File: config.mk
export PLATFORM = sky130hd
export DESIGN_NAME = intr_vector_unit
export DESIGN_NICKNAME = d
export VERILOG_FILES = /design/src/rtl/ivu_pkg.sv /design/src/rtl/ivu_nmi_latch.sv /design/src/rtl/ivu_prio.sv /design/src/rtl/ivu_fetch_seq.sv /design/src/rtl/intr_vector_unit.sv
export SDC_FILE = /design/constraint.sdc
export NUM_CORES = 1
export LEC_CHECK = 0
export BUFFER_PORTS_ARGS = -buffer_cell sky130_fd_sc_hd__buf_2
export CAP_MARGIN = 20
export CORE_MARGIN = 1.5
export CORE_UTILIZATION = 48
export CTS_BUF_LIST = sky130_fd_sc_hd__clkbuf_8
export DETAILED_ROUTE_END_ITERATION = 8
export GPL_TIMING_DRIVEN = 0
export PLACE_DENSITY = 0.87
export SLEW_MARGIN = 20
export SYNTH_ARGS = -nofsm -noshare
export SYNTH_HDL_FRONTEND = slang
export SYNTH_HIERARCHICAL = 1
export SYNTH_SLANG_ARGS = --single-unit
File: constraint.sdc
create_clock -name clk -period 2.3 [get_ports clk]
set_input_delay 0.345 -clock clk [delete_from_list [all_inputs] [get_ports clk]]
set_output_delay 0.345 -clock clk [all_outputs]
set_load 0.005 [all_outputs]
File: src/rtl/ivu_pkg.sv
package ivu_pkg;
  localparam int IVU_TYPE_W = 8;
  localparam int IVU_WORD_W = 16;
  localparam int IVU_ADDR_W = 20;

  typedef enum logic [2:0] {
    SRC_NONE, SRC_DIV, SRC_SWI, SRC_BRK, SRC_OVF, SRC_NMI, SRC_INTR, SRC_STEP
  } src_e;

  localparam logic [IVU_TYPE_W-1:0] TY_DIV  = 8'd0;
  localparam logic [IVU_TYPE_W-1:0] TY_STEP = 8'd1;
  localparam logic [IVU_TYPE_W-1:0] TY_NMI  = 8'd2;
  localparam logic [IVU_TYPE_W-1:0] TY_BRK  = 8'd3;
  localparam logic [IVU_TYPE_W-1:0] TY_OVF  = 8'd4;
endpackage

File: src/rtl/ivu_nmi_latch.sv
module ivu_nmi_latch (
  input  logic clk,
  input  logic rst_n,
  input  logic pin,
  input  logic clr,
  output logic pend
);
  logic prev_q;
  logic rise;

  assign rise = pin & ~prev_q;

  // prev resets high so a pin already high at reset is not an edge
  always_ff @(posedge clk) begin
    if (!rst_n) begin
      prev_q <= 1'b1;
      pend   <= 1'b0;
    end else begin
      prev_q <= pin;
      if (rise)     pend <= 1'b1;
      else if (clr) pend <= 1'b0;
    end
  end
endmodule

File: src/rtl/ivu_prio.sv
module ivu_prio
  import ivu_pkg::*;
#(
  parameter int TYPE_W = IVU_TYPE_W
) (
  input  logic              exc_div,
  input  logic              exc_swi,
  input  logic [TYPE_W-1:0] swi_type,
  input  logic              exc_brk,
  input  logic              exc_ovf,
  input  logic              nmi_pend,
  input  logic              intr_req,
  input  logic [TYPE_W-1:0] intr_type,
  input  logic              if_flag,
  input  logic              tf_flag,
  output src_e              src,
  output logic [TYPE_W-1:0] type_num,
  output logic              any
);
  always_comb begin
    src      = SRC_NONE;
    type_num = '0;
    if (exc_div) begin
      src = SRC_DIV;  type_num = TY_DIV;
    end else if (exc_swi) begin
      src = SRC_SWI;  type_num = swi_type;
    end else if (exc_brk) begin
      src = SRC_BRK;  type_num = TY_BRK;
    end else if (exc_ovf) begin
      src = SRC_OVF;  type_num = TY_OVF;
    end else if (nmi_pend) begin
      src = SRC_NMI;  type_num = TY_NMI;
    end else if (intr_req && if_flag) begin
      src = SRC_INTR; type_num = intr_type;
    end else if (tf_flag) begin
      src = SRC_STEP; type_num = TY_STEP;
    end
  end

  assign any = (src != SRC_NONE);
endmodule

File: src/rtl/ivu_fetch_seq.sv
module ivu_fetch_seq
  import ivu_pkg::*;
#(
  parameter int TYPE_W = IVU_TYPE_W,
  parameter int WORD_W = IVU_WORD_W,
  parameter int ADDR_W = IVU_ADDR_W
) (
  input  logic              clk,
  input  logic              rst_n,
  input  logic              start,
  input  logic [TYPE_W-1:0] type_in,
  output logic              busy,
  output logic              save_stb,
  output logic              mem_rd,
  output logic [ADDR_W-1:0] mem_addr,
  input  logic [WORD_W-1:0] mem_rdata,
  output logic              vec_valid,
  output logic [WORD_W-1:0] new_ip,
  output logic [WORD_W-1:0] new_cs,
  output logic [TYPE_W-1:0] svc_type
);
  localparam int PAD_W = ADDR_W - TYPE_W - 2;

  typedef enum logic [2:0] {S_IDLE, S_SAVE, S_FLO, S_FHI, S_FIN} st_e;
  st_e st_q;

  // byte address of the low (hi=0) or high (hi=1) word of an entry
  function automatic logic [ADDR_W-1:0] vec_addr(input logic [TYPE_W-1:0] t,
                                                  input logic hi);
    return {{PAD_W{1'b0}}, t, hi, 1'b0};
  endfunction

  always_ff @(posedge clk) begin
    if (!rst_n) begin
      st_q      <= S_IDLE;
      svc_type  <= '0;
      new_ip    <= '0;
      new_cs    <= '0;
      vec_valid <= 1'b0;
    end else begin
      vec_valid <= 1'b0;
      unique case (st_q)
        S_IDLE: if (start) begin
          svc_type <= type_in;
          st_q     <= S_SAVE;
        end
        S_SAVE: st_q <= S_FLO;
        S_FLO:  st_q <= S_FHI;
        S_FHI: begin
          new_ip <= mem_rdata;
          st_q   <= S_FIN;
        end
        S_FIN: begin
          new_cs    <= mem_rdata;
          vec_valid <= 1'b1;
          st_q      <= S_IDLE;
        end
        default: st_q <= S_IDLE;
      endcase
    end
  end

  assign busy     = (st_q != S_IDLE);
  assign save_stb = (st_q == S_SAVE);
  assign mem_rd   = (st_q == S_FLO) || (st_q == S_FHI);
  assign mem_addr = vec_addr(svc_type, st_q == S_FHI);
endmodule

File: src/rtl/intr_vector_unit.sv
module intr_vector_unit
  import ivu_pkg::*;
#(
  parameter int TYPE_W = IVU_TYPE_W,
  parameter int WORD_W = IVU_WORD_W,
  parameter int ADDR_W = IVU_ADDR_W
) (
  input  logic              clk,
  input  logic              rst_n,
  input  logic              instr_done,
  input  logic              exc_div,
  input  logic              exc_swi,
  input  logic [TYPE_W-1:0] swi_type,
  input  logic              exc_brk,
  input  logic              exc_ovf,
  input  logic              nmi_pin,
  input  logic              intr_req,
  input  logic [TYPE_W-1:0] intr_type,
  input  logic              flag_wr,
  input  logic              flag_if_d,
  input  logic              flag_tf_d,
  output logic              if_flag,
  output logic              tf_flag,
  output logic              busy,
  output logic              save_stb,
  output logic              mem_rd,
  output logic [ADDR_W-1:0] mem_addr,
  input  logic [WORD_W-1:0] mem_rdata,
  output logic              vec_valid,
  output logic [WORD_W-1:0] new_ip,
  output logic [WORD_W-1:0] new_cs,
  output logic [TYPE_W-1:0] svc_type
);
  // named internal events, observed by the bound checker
  logic              nmi_pend;
  logic              nmi_clr;
  logic              accept;
  logic              any_pend;
  src_e              src_sel;
  logic [TYPE_W-1:0] win_type;

  ivu_nmi_latch u_nmi (
    .clk(clk), .rst_n(rst_n), .pin(nmi_pin), .clr(nmi_clr), .pend(nmi_pend)
  );

  ivu_prio #(.TYPE_W(TYPE_W)) u_prio (
    .exc_div(exc_div), .exc_swi(exc_swi), .swi_type(swi_type),
    .exc_brk(exc_brk), .exc_ovf(exc_ovf), .nmi_pend(nmi_pend),
    .intr_req(intr_req), .intr_type(intr_type),
    .if_flag(if_flag), .tf_flag(tf_flag),
    .src(src_sel), .type_num(win_type), .any(any_pend)
  );

  assign accept  = instr_done & ~busy & any_pend;
  assign nmi_clr = accept & (src_sel == SRC_NMI);

  always_ff @(posedge clk) begin
    if (!rst_n) begin
      if_flag <= 1'b0;
      tf_flag <= 1'b0;
    end else if (accept) begin
      if_flag <= 1'b0;
      tf_flag <= 1'b0;
    end else if (flag_wr) begin
      if_flag <= flag_if_d;
      tf_flag <= flag_tf_d;
    end
  end

  ivu_fetch_seq #(.TYPE_W(TYPE_W), .WORD_W(WORD_W), .ADDR_W(ADDR_W)) u_seq (
    .clk(clk), .rst_n(rst_n), .start(accept), .type_in(win_type),
    .busy(busy), .save_stb(save_stb), .mem_rd(mem_rd), .mem_addr(mem_addr),
    .mem_rdata(mem_rdata), .vec_valid(vec_valid), .new_ip(new_ip),
    .new_cs(new_cs), .svc_type(svc_type)
  );
endmodule

Word-level counts from Yosys, hierarchy flattened. Cells that the tools add are included.

Bits of input ports: 44. Register bits: 48. Output and inout port bits: 66. Word-level logic and storage cells: 49.

Reductions and logical operators: 8. Eq/ne operators: 6. Mux-type cells: 19. Bitwise gates (word level): 7.

Operators by type and width (number): $mux W8 (6); $mux W3 (8); $pmux W3 S4 (1); $eq A3 B2 Y1 const B (2); $eq A3 B3 Y1 const B (2); $reduce_bool A3 Y1 (2); $and A1 B1 Y1 (4); $mux W1 (4); $eq A3 B1 Y1 const B (1); $logic_not A3 Y1 (1); $not A1 Y1 (3); $ne A2 B2 Y1 const B (1); $reduce_and A2 Y1 (1); $reduce_bool A2 Y1 (1); $reduce_or A2 Y1 (1); $logic_and A1 B1 Y1 (1); $logic_or A1 B1 Y1 (1).

Depth between registers and ports, before layout.
Word-level depth: 12. Depth in mapped cells: 8. Mapped depth without buffers: 7.

Hierarchy. The synthesis kept the hierarchy.

Modules (own cells, without submodules): ivu_fetch_seq (seq. area each 880.8 sq um, area an instance 1870.5 sq um, cells each 195, instances 1); ivu_prio (seq. area each 0.0 sq um, area an instance 251.5 sq um, cells each 39, instances 1); intr_vector_unit (seq. area each 40.0 sq um, area an instance 95.1 sq um, cells each 8, instances 1); ivu_nmi_latch (seq. area each 40.0 sq um, area an instance 70.1 sq um, cells each 6, instances 1).

Worst setup path before layout. No wires, ideal clock.

Path type: input to register. Start: input port intr_req. End: register u_seq.svc_type[0]. Path buffers: 2. Stages on the path: 8. Required time: 2180 ps. Setup slack: 555 ps. Arrival: 1625 ps. Setup time: 120 ps. Cells stage by stage: and2_1 clkbuf_1 nor4_1 nand3_1 and3b_2 nor4b_2 buf_4 mux2i_1.

Word-level cells in the longest chain between the ends: 10. Elaborated cells between the ends (all ways): 16. Classes of those cells: mux (12); bitwise (1); reduce/logical (3).

RTL lines: from (decl) (line intr_vector_unit.sv:17) `input logic intr_req,`; $logic_and A1 B1 Y1 (line ivu_prio.sv:33) `end else if (intr_req && if_flag) begin`; $mux W3 (line ivu_prio.sv:33); $mux W3 (line ivu_prio.sv:31) `end else if (nmi_pend) begin`; $mux W3 (line ivu_prio.sv:29) `end else if (exc_ovf) begin`; $mux W3 (line ivu_prio.sv:27) `end else if (exc_brk) begin`; $mux W3 (line ivu_prio.sv:25) `end else if (exc_swi) begin`; $mux W3 (line ivu_prio.sv:23) `if (exc_div) begin`; $reduce_bool A3 Y1 (line ivu_prio.sv:40) `assign any = (src != SRC_NONE);`; net any_pend (line intr_vector_unit.sv:38) `logic any_pend;`; $and A1 B1 Y1 (line intr_vector_unit.sv:54) `assign accept = instr_done & ~busy & any_pend;`; net accept (line intr_vector_unit.sv:37) `logic accept;`; $reduce_and A2 Y1 (no line); to (signal assigned) (line ivu_fetch_seq.sv:44) `svc_type <= type_in;`; to (decl) (line ivu_fetch_seq.sv:20) `output logic [TYPE_W-1:0] svc_type`.

The timed path passes the listed nets, and every way through them passes these cells. A chain may end at the register's enable or synchronous reset.

Final worst setup path.
Start: register if_flag. End: register u_seq.svc_type[4].

Word-level cells in the longest chain between the ends: 10. Elaborated cells between the ends (all ways): 16. Classes of those cells: mux (12); bitwise (1); reduce/logical (3).

RTL lines: from (decl) (line intr_vector_unit.sv:22) `output logic if_flag,`; from (signal assigned) (line intr_vector_unit.sv:65) `if_flag <= flag_if_d;`; $logic_and A1 B1 Y1 (line ivu_prio.sv:33); $mux W3 (line ivu_prio.sv:33); $mux W3 (line ivu_prio.sv:31); $mux W3 (line ivu_prio.sv:29); $mux W3 (line ivu_prio.sv:27); $mux W3 (line ivu_prio.sv:25); $mux W3 (line ivu_prio.sv:23); $reduce_bool A3 Y1 (line ivu_prio.sv:40); net any_pend (line intr_vector_unit.sv:38); $and A1 B1 Y1 (line intr_vector_unit.sv:54); net accept (line intr_vector_unit.sv:37); $reduce_and A2 Y1 (no line).

The timed path passes the listed nets, and every way through them passes these cells.

==> results.tsv <==
stage	metric	value	unit
status	outcome	finished clean	
layout	share of cells above drive strength 1	40.11	%
place	DP Wirelength	3977	um
power_and_ir_drop	register share of total power	47.2	%
synthesis	Synth area leader	dfxtp_1	
critical_path	critical path data required time	2520	ps
synthesis	Synth top area share	42.01	%
clock_network	CTS root buf	clkbuf_8	
power_and_ir_drop	Clock Power Share	32.5	%
detailed_routing	Pre-antenna DRT Iters	4	
synthesis	number of synthesized flops with an enable pin	0	
detailed_routing	Vias/cell	4.894	
min_path	HP Class	input port to register	
power_and_ir_drop	Leak	0.001559	uW
clock_network	Hold-fix buffers, CTS	0	
grt	total track usage	19.43	%
clock_network	clk_lat worst skew	300	ps
clock_network	Clock Sinks	48	
die	Initial Util	51.12	%
place	GP Congestion	0.9143	
layout	diode count	0	
power_and_ir_drop	Power Density	633.0	nW/um^2
detailed_routing	DRC errors left	0	
synthesis	Avg Cell Area, Syn	9.223	um^2
synthesis	Yosys cell types	39	
synthesis	Area contributors post-synth	dfxtp_1 (42%), mux2i_1 (18%), nand2_1 (11%), buf_4 (6.9%), a32oi_1 (1.9%)	
detailed_routing	vias	2036	
timing	WHS	243.4	ps
clock_network	H-tree level count	2	
timing	Final Cycle Share	85.91	%
timing	Final min period	1976	ps
flow_run	max_cap viols	0	
grt	initial antenna violation count	0	
layout	P&R area growth vs syn	30.96	%
die	Core Area	4474	um^2
power_and_ir_drop	NetSw	502.5	uW
power_and_ir_drop	P_int	1394	uW
die	full die area	5188	um^2
synthesis	ys async rst share	0	%
timing	fmax	506.1	MHz
synthesis	Cell Area, Synth	2287	um^2
timing	setup TNS	0	ps
critical_path	kind of critical path	register to register	
timing	Clock Skew	5.006	ps
synthesis	cell with the most instances after synthesis	nand2_1	
timing	final hold vios	0	
detailed_routing	Post-DRT Antenna Nets	0	
power_and_ir_drop	Comb pwr share	20.3	%
die	die span in x	72.03	um
grt	largest net degree at the start of global routing	17	
timing	RSZ-0062 raised after global routing	false	
clock_network	post-CTS sizing	0	
synthesis	Main synth FF type	dfxtp_1	
clock_network	Post-CTS Setup Bufs	0	
place	Port Buf Inserts	98	
die	chip height	72.03	um
critical_path	Worst Setup End Kind	register	
detailed_routing	final wirelength	5159	um
synthesis	flops & latches, synth	48	
clock_network	CTS Buf Count	5	
die	io pins	110	
grt	first-pass GRT wire length	8093	um
critical_path	worst r2r src	if_flag	
critical_path	worst endpoint data arrival time	2200	ps
timing	pins over their slew limit	0	
synthesis	Yosys warning total	6	
detailed_routing	1st-iter DRT viols	59	
detailed_routing	routed wire length per instance	12.40	um
layout	nets	407	
clock_network	CTS tree	built	
die	std cell rows	24	
grt	vias in the first global route	1833	
layout	number of fill cells in the layout	389	
clock_network	CTS Buffer Depth	2	
critical_path	CP Launch Point	if_flag	
critical_path	CP Launch Type	register	
power_and_ir_drop	Sw Ratio	26.50	%
synthesis	sequential fraction of the synthesis area	42.01	%
min_path	Hold Path Origin	nmi_pin	
synthesis	Mapped Cells	248	
synthesis	most common library cells after synthesis	nand2_1 (67), dfxtp_1 (48), mux2i_1 (42)	
grt	grt ovf	0	
power_and_ir_drop	Max VDD drop	464.6	uV
critical_path	CP Max Fanout	8	
clock_network	Reg clk slew, reported paths	90	ps
timing	Final setup viols	0	
sequential cells by signal, indices dropped and copies added (netlist names):
name and flops:
u_seq/new_ip 16, u_nmi/prev_q 1, u_seq/svc_type 8, if_flag 1, u_nmi/pend 1, tf_flag 1, u_seq/vec_valid 1, u_seq/st_q 3
u_seq/new_cs 16
critical path, cell delays in order, from the launching register on:
cell,delay [ps]
dfxtp_1,410
and2_1,150
clkbuf_1,270
nor4_1,100
nand3_1,100
and3b_2,230
nor4b_2,200
buf_4,230
mux2i_1,210
cells by family after synthesis:
logic type                count (synthesis)  synth area share [%]
AOI/OAI and AO/OA                        18                 6.072
xor gates and xnor gates                  1                0.3830
buffers and inverters                    40                 11.87
DFF                                      48                 42.01
muxes                                    42                 18.38
other                                     1                0.1640
and+or+nand+nor                          98                 21.12
cell usage in the layout, fill, tap and decap left out, drive strengths merged, types with 2 or more instances in the layout:
cell / count
a21oi: 3
o21ai: 2
nor3b: 5
nand2b: 3
mux2i: 42
clkbuf: 11
nand2: 67
inv: 5
buf: 128
a31oi: 2
and2: 3
o22ai: 2
conb: 11
or3: 2
nor4: 2
dfxtp: 48
nor2: 8
a32oi: 5
power by group through the flow:
stage                     sequential (uW)  clock (uW)  combinational, uW
after floorplan                       913           0                250
after global placement                912           0                380
after detailed placement              914           0                386
after CTS                             895         629                386
after global routing                  901         667                422
final                                 896         616                385
final timing paths:
kind	to	slack, ps	cells after the start
setup reg to reg	u_seq/svc_type[4]	320	8
setup / recovery	u_seq/svc_type[4]	320	8
hold reg to reg	u_seq/new_cs[14]	450	2
hold / removal	u_nmi/prev_q	240	2
routing by layer:
layer	track usage, %	routed length [um]	vias to the layer above
li1	-	-	1030
met1	22.73	2194	903
met2	34.05	2448	95
met3	5.417	441	8
met4	6.918	74	0
met5	0	0	-
metrics by stage:
stage / worst slack, ps / util (%) / power (uW) / cell area (um^2) / cells
final: 324.1 / 66.95 / 1896 / 2995 / 416
after global routing: 161.3 / 66.95 / 1989 / 2995 / 416
after CTS: 330.0 / 66.95 / 1911 / 2995 / 416
after detailed placement: 226.6 / 64.37 / 1300 / 2880 / 408
after global placement: 269.6 / 64.37 / 1291 / 2880 / 408
after floorplan: 554.9 / - / 1163 / 2325 / 258
final cells by class:
cell class / count / area [um^2] / area share (%)
buffer: 36 / 256.5 / 8.563
clock buffer: 5 / 68.82 / 2.297
clock inverter: 3 / 46.29 / 1.546
inverter: 4 / 15.01 / 0.5013
multi-input combinational: 170 / 1092 / 36.47
sequential: 48 / 960.9 / 32.08
tap: 52 / 65.06 / 2.172
timing repair buffer: 98 / 490.5 / 16.37
Power figures use the tool's default switching activity.
